$ cat src/rtl/wpc_pkg.sv
package wpc_pkg;
  typedef enum logic [1:0] {
    POL_WT_NOALLOC = 2'd0,
    POL_WT_ALLOC   = 2'd1,
    POL_WB         = 2'd2
  } wpol_e;

  typedef enum logic [2:0] {
    S_IDLE, S_LOOK, S_EVICT, S_FILL, S_MWR, S_MRD
  } cst_e;

  localparam int REPL_RANDOM = 0;
  localparam int REPL_LRU    = 1;
  localparam int REPL_LFU    = 2;

  // counter increment vector positions
  localparam int INC_RDHIT = 0;
  localparam int INC_WRHIT = 1;
  localparam int INC_RDMIS = 2;
  localparam int INC_WRMIS = 3;
  localparam int INC_MRD   = 4;
  localparam int INC_MWR   = 5;
  localparam int NUM_INC   = 6;
endpackage

$ cat src/rtl/wpc_stats.sv
module wpc_stats #(
  parameter int CNT_W = 16
) (
  input  logic                        clk,
  input  logic                        rst,
  input  logic [wpc_pkg::NUM_INC-1:0] inc_i,
  output logic [CNT_W-1:0]            hit_o,
  output logic [CNT_W-1:0]            miss_o,
  output logic [CNT_W-1:0]            mrd_o,
  output logic [CNT_W-1:0]            mwr_o
);
  import wpc_pkg::*;

  logic [CNT_W-1:0] c_q [NUM_INC];

  always_ff @(posedge clk) begin
    if (rst) begin
      for (int i = 0; i < NUM_INC; i++) c_q[i] <= '0;
    end else begin
      for (int i = 0; i < NUM_INC; i++)
        if (inc_i[i]) c_q[i] <= c_q[i] + 1'b1;
    end
  end

  assign hit_o  = c_q[INC_RDHIT] + c_q[INC_WRHIT];
  assign miss_o = c_q[INC_RDMIS] + c_q[INC_WRMIS];
  assign mrd_o  = c_q[INC_MRD];
  assign mwr_o  = c_q[INC_MWR];


  mrd_step_chk: assert property (@(posedge clk) disable iff (rst)
    (mrd_o - $past(mrd_o)) <= CNT_W'(1));

  hit_step_chk: assert property (@(posedge clk) disable iff (rst)
    (hit_o - $past(hit_o)) <= CNT_W'(1));
endmodule

$ cat src/rtl/wpc_victim.sv
module wpc_victim #(
  parameter int SETS  = 4,
  parameter int WAYS  = 2,
  parameter int REPL  = 1,
  parameter int CW    = 8,
  localparam int SET_W = $clog2(SETS),
  localparam int WAY_W = $clog2(WAYS)
) (
  input  logic             clk,
  input  logic             rst,
  input  logic [SET_W-1:0] set_i,
  input  logic [WAYS-1:0]  valid_i,
  input  logic             touch_i,
  input  logic [WAY_W-1:0] way_i,
  input  logic             fresh_i,
  output logic [WAY_W-1:0] victim_o
);
  import wpc_pkg::*;

  logic [WAY_W-1:0] pick;

  // an invalid way always wins, lowest index first
  always_comb begin
    victim_o = pick;
    for (int w = WAYS - 1; w >= 0; w--)
      if (!valid_i[w]) victim_o = WAY_W'(w);
  end

  generate
    if (REPL == REPL_LRU) begin : g_lru
      logic [WAY_W-1:0] age [SETS][WAYS];
      always_ff @(posedge clk) begin
        if (rst) begin
          for (int s = 0; s < SETS; s++)
            for (int w = 0; w < WAYS; w++) age[s][w] <= WAY_W'(w);
        end else if (touch_i) begin
          for (int w = 0; w < WAYS; w++) begin
            if (WAY_W'(w) == way_i) age[set_i][w] <= '0;
            else if (age[set_i][w] < age[set_i][way_i])
              age[set_i][w] <= age[set_i][w] + 1'b1;
          end
        end
      end
      always_comb begin
        pick = '0;
        for (int w = 0; w < WAYS; w++)
          if (age[set_i][w] == WAY_W'(WAYS - 1)) pick = WAY_W'(w);
      end

      lru_young_chk: assert property (@(posedge clk) disable iff (rst)
        (touch_i || fresh_i) && touch_i |=> age[$past(set_i)][$past(way_i)] == '0);
    end else if (REPL == REPL_LFU) begin : g_lfu
      logic [CW-1:0] use_q [SETS][WAYS];
      logic [CW-1:0] best;
      always_ff @(posedge clk) begin
        if (touch_i) begin
          if (fresh_i) use_q[set_i][way_i] <= '0;
          else if (use_q[set_i][way_i] != {CW{1'b1}})
            use_q[set_i][way_i] <= use_q[set_i][way_i] + 1'b1;
        end
      end
      always_comb begin
        pick = '0;
        best = use_q[set_i][0];
        for (int w = 1; w < WAYS; w++)
          if (use_q[set_i][w] < best) begin
            best = use_q[set_i][w];
            pick = WAY_W'(w);
          end
      end

      lfu_fresh_chk: assert property (@(posedge clk) disable iff (rst)
        touch_i && fresh_i |=> use_q[$past(set_i)][$past(way_i)] == '0);
    end else begin : g_rnd
      logic [7:0] lfsr;
      always_ff @(posedge clk) begin
        if (rst) lfsr <= 8'h5A;
        else     lfsr <= {lfsr[6:0], lfsr[7] ^ lfsr[5] ^ lfsr[4] ^ lfsr[3]};
      end
      assign pick = lfsr[WAY_W-1:0];
    end
  endgenerate
endmodule

$ cat src/rtl/wpc_cache.sv
module wpc_cache #(
  parameter int ADDR_W = 32,
  parameter int DATA_W = 32,
  parameter int SETS   = 4,
  parameter int WORDS  = 2,
  parameter int WAYS   = 2,
  parameter int CNT_W  = 16,
  parameter int REPL   = wpc_pkg::REPL_LRU,
  parameter logic [ADDR_W-1:0] UNC_LO = 'h0000_F000,
  parameter logic [ADDR_W-1:0] UNC_HI = 'h0000_FFFF
) (
  input  logic              clk,
  input  logic              rst,
  input  logic              cache_en,
  input  logic              cfg_we,
  input  logic [1:0]        cfg_pol,
  input  logic              cpu_valid,
  input  logic              cpu_we,
  input  logic [ADDR_W-1:0] cpu_addr,
  input  logic [DATA_W-1:0] cpu_wdata,
  output logic              cpu_ready,
  output logic [DATA_W-1:0] cpu_rdata,
  output logic              mem_req,
  output logic              mem_we,
  output logic [ADDR_W-1:0] mem_addr,
  output logic [DATA_W-1:0] mem_wdata,
  input  logic              mem_ack,
  input  logic [DATA_W-1:0] mem_rdata,
  output logic [CNT_W-1:0]  hit_cnt,
  output logic [CNT_W-1:0]  miss_cnt,
  output logic [CNT_W-1:0]  mrd_cnt,
  output logic [CNT_W-1:0]  mwr_cnt
);
  import wpc_pkg::*;

  localparam int WOFF_W = $clog2(WORDS);
  localparam int SET_W  = $clog2(SETS);
  localparam int WAY_W  = $clog2(WAYS);
  localparam int SET_LO = 2 + WOFF_W;
  localparam int TAG_LO = SET_LO + SET_W;
  localparam int TAG_W  = ADDR_W - TAG_LO;

  cst_e              st;
  wpol_e             pol_q;
  logic [ADDR_W-1:0] a_q;
  logic              we_q, rdy_q, refill_q;
  logic [DATA_W-1:0] wd_q, rdata_q;
  logic [WAY_W-1:0]  vway_q, hway, victim;
  logic [WOFF_W-1:0] beat_q;
  logic [TAG_W-1:0]  evtag_q;

  logic [TAG_W-1:0]  tag_r  [WAYS][SETS];
  logic [SETS-1:0]   val_r  [WAYS];
  logic [SETS-1:0]   dirty_r[WAYS];
  logic [DATA_W-1:0] data_r [WAYS][SETS*WORDS];

  logic [SET_W-1:0]  idx;
  logic [WOFF_W-1:0] wsel;
  logic [TAG_W-1:0]  tg;
  logic [WAYS-1:0]   hitv, setval;
  logic              hit_any, bypass, is_wb, last_beat, look_hit, look_miss;
  logic [NUM_INC-1:0] inc;

  assign idx  = a_q[SET_LO +: SET_W];
  assign wsel = a_q[2 +: WOFF_W];
  assign tg   = a_q[ADDR_W-1:TAG_LO];

  genvar gw;
  generate
    for (gw = 0; gw < WAYS; gw++) begin : g_way
      assign setval[gw] = val_r[gw][idx];
      assign hitv[gw]   = val_r[gw][idx] && (tag_r[gw][idx] == tg);
    end
  endgenerate

  always_comb begin
    hway = '0;
    for (int w = 0; w < WAYS; w++)
      if (hitv[w]) hway = WAY_W'(w);
  end

  assign hit_any   = |hitv;
  assign bypass    = !cache_en || (a_q >= UNC_LO && a_q <= UNC_HI);
  assign is_wb     = (pol_q == POL_WB);
  assign last_beat = (beat_q == WOFF_W'(WORDS - 1));
  assign look_hit  = (st == S_LOOK) && !bypass && hit_any;
  assign look_miss = (st == S_LOOK) && !bypass && !hit_any;

  wpc_victim #(.SETS(SETS), .WAYS(WAYS), .REPL(REPL)) u_victim (
    .clk(clk), .rst(rst), .set_i(idx), .valid_i(setval),
    .touch_i(look_hit), .way_i(hway), .fresh_i(refill_q), .victim_o(victim)
  );

  always_comb begin
    inc            = '0;
    inc[INC_RDHIT] = look_hit && !we_q && !refill_q;
    inc[INC_WRHIT] = look_hit && we_q && !refill_q;
    inc[INC_RDMIS] = look_miss && !we_q;
    inc[INC_WRMIS] = look_miss && we_q;
    inc[INC_MRD]   = mem_ack && (st == S_FILL || st == S_MRD);
    inc[INC_MWR]   = mem_ack && (st == S_EVICT || st == S_MWR);
  end

  wpc_stats #(.CNT_W(CNT_W)) u_stats (
    .clk(clk), .rst(rst), .inc_i(inc),
    .hit_o(hit_cnt), .miss_o(miss_cnt), .mrd_o(mrd_cnt), .mwr_o(mwr_cnt)
  );

  // memory port decode from registered state
  always_comb begin
    mem_req   = (st == S_EVICT) || (st == S_FILL) || (st == S_MWR) || (st == S_MRD);
    mem_we    = (st == S_EVICT) || (st == S_MWR);
    mem_wdata = wd_q;
    case (st)
      S_EVICT: begin
        mem_addr  = {evtag_q, idx, beat_q, 2'b00};
        mem_wdata = data_r[vway_q][{idx, beat_q}];
      end
      S_FILL:  mem_addr = {tg, idx, beat_q, 2'b00};
      default: mem_addr = {a_q[ADDR_W-1:2], 2'b00};
    endcase
  end

  always_ff @(posedge clk) begin
    if (rst) begin
      st       <= S_IDLE;
      pol_q    <= POL_WT_NOALLOC;
      rdy_q    <= 1'b0;
      refill_q <= 1'b0;
      beat_q   <= '0;
      for (int w = 0; w < WAYS; w++) begin
        val_r[w]   <= '0;
        dirty_r[w] <= '0;
      end
    end else begin
      rdy_q <= 1'b0;
      if (cfg_we && st == S_IDLE && cfg_pol != 2'd3) pol_q <= wpol_e'(cfg_pol);
      case (st)
        S_IDLE: if (cpu_valid && !rdy_q) begin
          a_q  <= cpu_addr;
          we_q <= cpu_we;
          wd_q <= cpu_wdata;
          st   <= S_LOOK;
        end
        S_LOOK: begin
          refill_q <= 1'b0;
          if (bypass) begin
            st <= we_q ? S_MWR : S_MRD;
          end else if (hit_any) begin
            if (we_q) begin
              data_r[hway][{idx, wsel}] <= wd_q;
              if (is_wb) dirty_r[hway][idx] <= 1'b1;
              st    <= is_wb ? S_IDLE : S_MWR;
              rdy_q <= is_wb;
            end else begin
              rdata_q <= data_r[hway][{idx, wsel}];
              rdy_q   <= 1'b1;
              st      <= S_IDLE;
            end
          end else if (we_q && pol_q == POL_WT_NOALLOC) begin
            st <= S_MWR;
          end else begin
            vway_q              <= victim;
            beat_q              <= '0;
            evtag_q             <= tag_r[victim][idx];
            val_r[victim][idx]  <= 1'b0;
            dirty_r[victim][idx] <= 1'b0;
            st <= (setval[victim] && dirty_r[victim][idx] && is_wb) ? S_EVICT : S_FILL;
          end
        end
        S_EVICT: if (mem_ack) begin
          beat_q <= beat_q + 1'b1;
          if (last_beat) st <= S_FILL;
        end
        S_FILL: if (mem_ack) begin
          data_r[vway_q][{idx, beat_q}] <= mem_rdata;
          beat_q <= beat_q + 1'b1;
          if (last_beat) begin
            val_r[vway_q][idx] <= 1'b1;
            tag_r[vway_q][idx] <= tg;
            refill_q           <= 1'b1;
            st                 <= S_LOOK;
          end
        end
        S_MWR: if (mem_ack) begin
          rdy_q <= 1'b1;
          st    <= S_IDLE;
        end
        S_MRD: if (mem_ack) begin
          rdata_q <= mem_rdata;
          rdy_q   <= 1'b1;
          st      <= S_IDLE;
        end
        default: st <= S_IDLE;
      endcase
    end
  end

  assign cpu_ready = rdy_q;
  assign cpu_rdata = rdata_q;


  mem_hold_chk: assert property (@(posedge clk) disable iff (rst)
    mem_req && !mem_ack |=> mem_req && $stable(mem_addr) && $stable(mem_we));

  ready_pulse_chk: assert property (@(posedge clk) disable iff (rst)
    cpu_ready |=> !cpu_ready);

  evict_wb_chk: assert property (@(posedge clk) disable iff (rst)
    (st == S_EVICT) |-> (pol_q == POL_WB));

  noalloc_fill_chk: assert property (@(posedge clk) disable iff (rst)
    (st == S_FILL) |-> !(we_q && pol_q == POL_WT_NOALLOC));
endmodule

$ cat config.mk
export PLATFORM = sky130hd
export DESIGN_NAME = wpc_cache
export DESIGN_NICKNAME = d
export VERILOG_FILES = /design/src/rtl/wpc_pkg.sv /design/src/rtl/wpc_stats.sv /design/src/rtl/wpc_victim.sv /design/src/rtl/wpc_cache.sv
export SDC_FILE = /design/constraint.sdc
export NUM_CORES = 2
export LEC_CHECK = 0
export CORE_MARGIN = 10
export CORE_UTILIZATION = 60
export CTS_CLUSTER_DIAMETER = 40
export DETAILED_ROUTE_END_ITERATION = 16
export HOLD_SLACK_MARGIN = 0.06
export PLACE_DENSITY = 0.76
export SLEW_MARGIN = 20
export SYNTH_ARGS = -nofsm -noshare
export SYNTH_HDL_FRONTEND = slang
export SYNTH_SLANG_ARGS = --single-unit
$ cat constraint.sdc
create_clock -name clk -period 6.6 [get_ports clk]
set_input_delay 1.32 -clock clk [delete_from_list [all_inputs] [get_ports clk]]
set_output_delay 1.32 -clock clk [all_outputs]
set_load 0.03 [all_outputs]
==> results.yml <==
run_status:
  status: "complete, no violations"
logic_synthesis:
  syn_area_per_cell_um2: 16.4
  synth_edf_count: 970
  yosysWarnings: 0
  yosys.area.top_type: "edfxtp_1"
  synthFlopType: "edfxtp_1"
  ys_seq_elements: 982
  syn-instance-count: 2769
  synth_top_area_share_pct: 64.3
  synthTopCellsByArea: "edfxtp_1, mux4_2, mux2_2"
  async_flop_share_pct: 0
  synthDistinctLibCells: 63
  mappedNetlistArea_um2: 45300
  seq_area_frac_synth_pct: 64.8
timing:
  max_freq_ghz: 0.177
  finClkSkew_ns: 0.0305
  relSlewSlack_pct: 24.8
  grt_setup_unrepaired: "no"
  final_max_slew_viol_count: 0
  fin_crit_sh_pct: 85.8
  fin_crit_ns: 5.66
  finalSetupViolCount: 0
  final.setup.tns_ns: 0
  worstMarginPinSlew_ns: 1.12
  hold_viol: 0
clock_network:
  clockBufferDepth: 3
  htree_levels: 4
  clock_latency_ns: 0.73
  tritoncts: "built"
  clock_sinks: 982
  clockRootBuffer: "clkbuf_16"
  cts_setup_buffers: 0
  cts_hold_buf: 0
  cts_resized: 0
  clkTransAtPathRegs_ns: 0.05
  cts_buffers: 135
floorplanning:
  start_util_pct: 60.6
  ioPinCount: 268
  dieArea_um2: 86900
  row_count: 100
  die_h_um: 295
  core_um2: 74700
  die_w_um: 295
placement:
  dp_cells: 3929
  place.gp.congestion: 0.873
  place_hpwl_um: 72500
  port_buffers: 263
power_and_ir_drop:
  p_per_area_nw_per_um2: 301
  irDropWorstVdd_mv: 0.246
  p_total_uw: 16300
  leakage_uw: 0.0181
detailed_routing:
  vias: 28100
  drt_wl_total_um: 121000
  drt_iter0_drc: 3162
  drtPass1Iterations: 5
  wl_per_cell_um: 29.0
  antenna_left: 0
  vias_per_cell: 6.72
  drc_errors: 0
worst_hold_path:
  min_from: "pol_q[1]"
  hold_depth: 2
  hp-class: "reg2reg"
  min_to: "pol_q[1]"
grt:
  grt_overflow: 0
  grt_pass1_wl_um: 182000
  grt_pass1_vias: 29300
  grt_use_total_pct: 28.2
  antenna_found_initial: 4
  grt_max_degree: 53
critical_path:
  critPathLaunch: "u_stats.c_q[1][0]"
  reg2regPathDepth: 12
  r2r_slack_ns: 1.07
  path_max_fanout: 6
  required_ns: 5.28
  crit_type: "reg2out"
  cp.arrival_ns: 4.34
  end_kind: "output port"
  reg2reg_to: "data_r[0][231]"
  start_kind: "flip-flop"
  r2r-start: "a_q[4]"
final_layout:
  fin_cells: 4180
  drive_gt1_share_pct: 23.3
  synthToLayoutAreaGrowth_pct: 19.7
  fill_cells: 4462
  nNetsFinal: 3242
run:
  max_cap_violations: 0
[sequential cells by signal, summed over array words and instances, names as in the netlist, named ones only]
signal and count:
tag_r 216, cpu_ready 1, u_stats.c_q 96, evtag_q 27
wd_q 32, a_q 30, vway_q 1, we_q 1
pol_q 2, data_r 512, dirty_r 8, u_victim.g_lru.age 8
cpu_rdata 32, st 3, val_r 8, beat_q 1
refill_q 1
[Yosys cell counts (all sizes together), types with 10 or more instances]
| master | n |
|---|---|
| edfxtp | 970 |
| mux4 | 295 |
| nor2 | 223 |
| nand2 | 185 |
| clkbuf | 108 |
| a21oi | 98 |
| mux2 | 94 |
| xnor2 | 90 |
| mux2i | 71 |
| nand3 | 62 |
| xor2 | 62 |
| buf | 53 |
| o21ai | 45 |
| inv | 39 |
| ha | 38 |
| a22o | 29 |
| a22oi | 28 |
| o22ai | 27 |
| and3 | 26 |
| nand4 | 25 |
| nor3 | 21 |
| a2111oi | 17 |
| a21o | 15 |
| nor4 | 15 |
| or3 | 13 |
| dfxtp | 12 |
| and2 | 11 |
| nand2b | 11 |
| nor2b | 10 |
[routing by layer]
layer  part of all wire, %  track usage, %
met5                 0.011               0
met3                    10            6.72
met4                   3.9            11.8
met2                    50            46.4
met1                    36            35.6
[how the worst max path moves through the flow]
stage / slack [ns] / endpoint
after global placement: 1.27 / data_r[0][227]
after floorplan: 1.16 / cpu_rdata[0]
after CTS: 0.88 / hit_cnt[14]
after detailed placement: 1.20 / data_r[0][229]
final: 0.94 / hit_cnt[14]
after global routing: 0.49 / hit_cnt[14]
[cell usage in the layout (no fill, tap or decap), types with 16 or more instances in the layout]
cell type and n:
a21oi_1 98, mux2i_1 71, nand4_1 25, clkdlybuf4s50_1 263
nor2_1 198, bufinv_16 18, a22o_1 29, a2111oi_0 17
xor2_1 62, and3_1 25, a22oi_1 28, nor3_1 17
mux4_2 295, o22ai_1 27, inv_1 38, nand3_1 62
xnor2_1 90, clkinv_1 16, edfxtp_1 970, o21ai_0 40
inv_6 21, mux2_2 94, buf_4 73, clkbuf_16 140
ha_1 38, nor2_4 16, nand2_1 184
[worst max-delay path, stage by stage, from the launching register on]
cell and delay, ns:
edfxtp_1 0.48, ha_1 0.23, inv_1 0.06, fa_1 0.45, nor2b_1 0.11, o21ai_0 0.11
a21boi_0 0.26, o21ai_0 0.14, a21boi_0 0.26, o21ai_0 0.15, a21o_1 0.21, a2111o_1 0.38
o211ai_1 0.09, clkdlybuf4s50_1 0.70
[where the power goes]
part           total [uW]  internal, uW  switching [uW]  leakage [uW]
combinational        1640           683             958       0.00689
sequential           7200          7040             158       0.00899
clock                7450          4630            2820       0.00225
[stage by stage]
stage	hold slack, ns	instance area, um^2	util, %	setup slack [ns]
final	0.560	54200	72.6	0.940
after floorplan	0.489	45300	-	1.16
after global placement	0.516	49500	66.3	1.27
after detailed placement	0.521	49500	66.3	1.20
after CTS	0.569	54200	72.6	0.876
after global routing	0.578	54200	72.6	0.487
[layout make-up]
type / instances / area (um^2) / share of cell area (%)
flip-flops and latches: 982 / 29400 / 54.2
multi-input cells: 1587 / 15300 / 28.2
clock buffers: 150 / 3540 / 6.53
repair buffers: 351 / 3480 / 6.42
well taps: 969 / 1210 / 2.24
clock inverters: 98 / 1130 / 2.08
inverters: 40 / 151 / 0.279
diodes: 3 / 7.51 / 0.0139
[kinds of logic (layout without fill, tap and decap cells)]
family	after synthesis	after routing	share of synthesized area [%]
XOR/XNOR	152	152	2.94
AND/OR/NAND/NOR	618	618	6.10
AO/OA/AOI/OAI	315	315	4.56
other	1	5	0.00828
adder cells (fa/ha/maj)	40	40	1.14
flip-flops	982	982	64.8
multiplexers	460	460	18.6
buffers and inverters	201	639	1.85
Power figures use the tool's default switching activity.
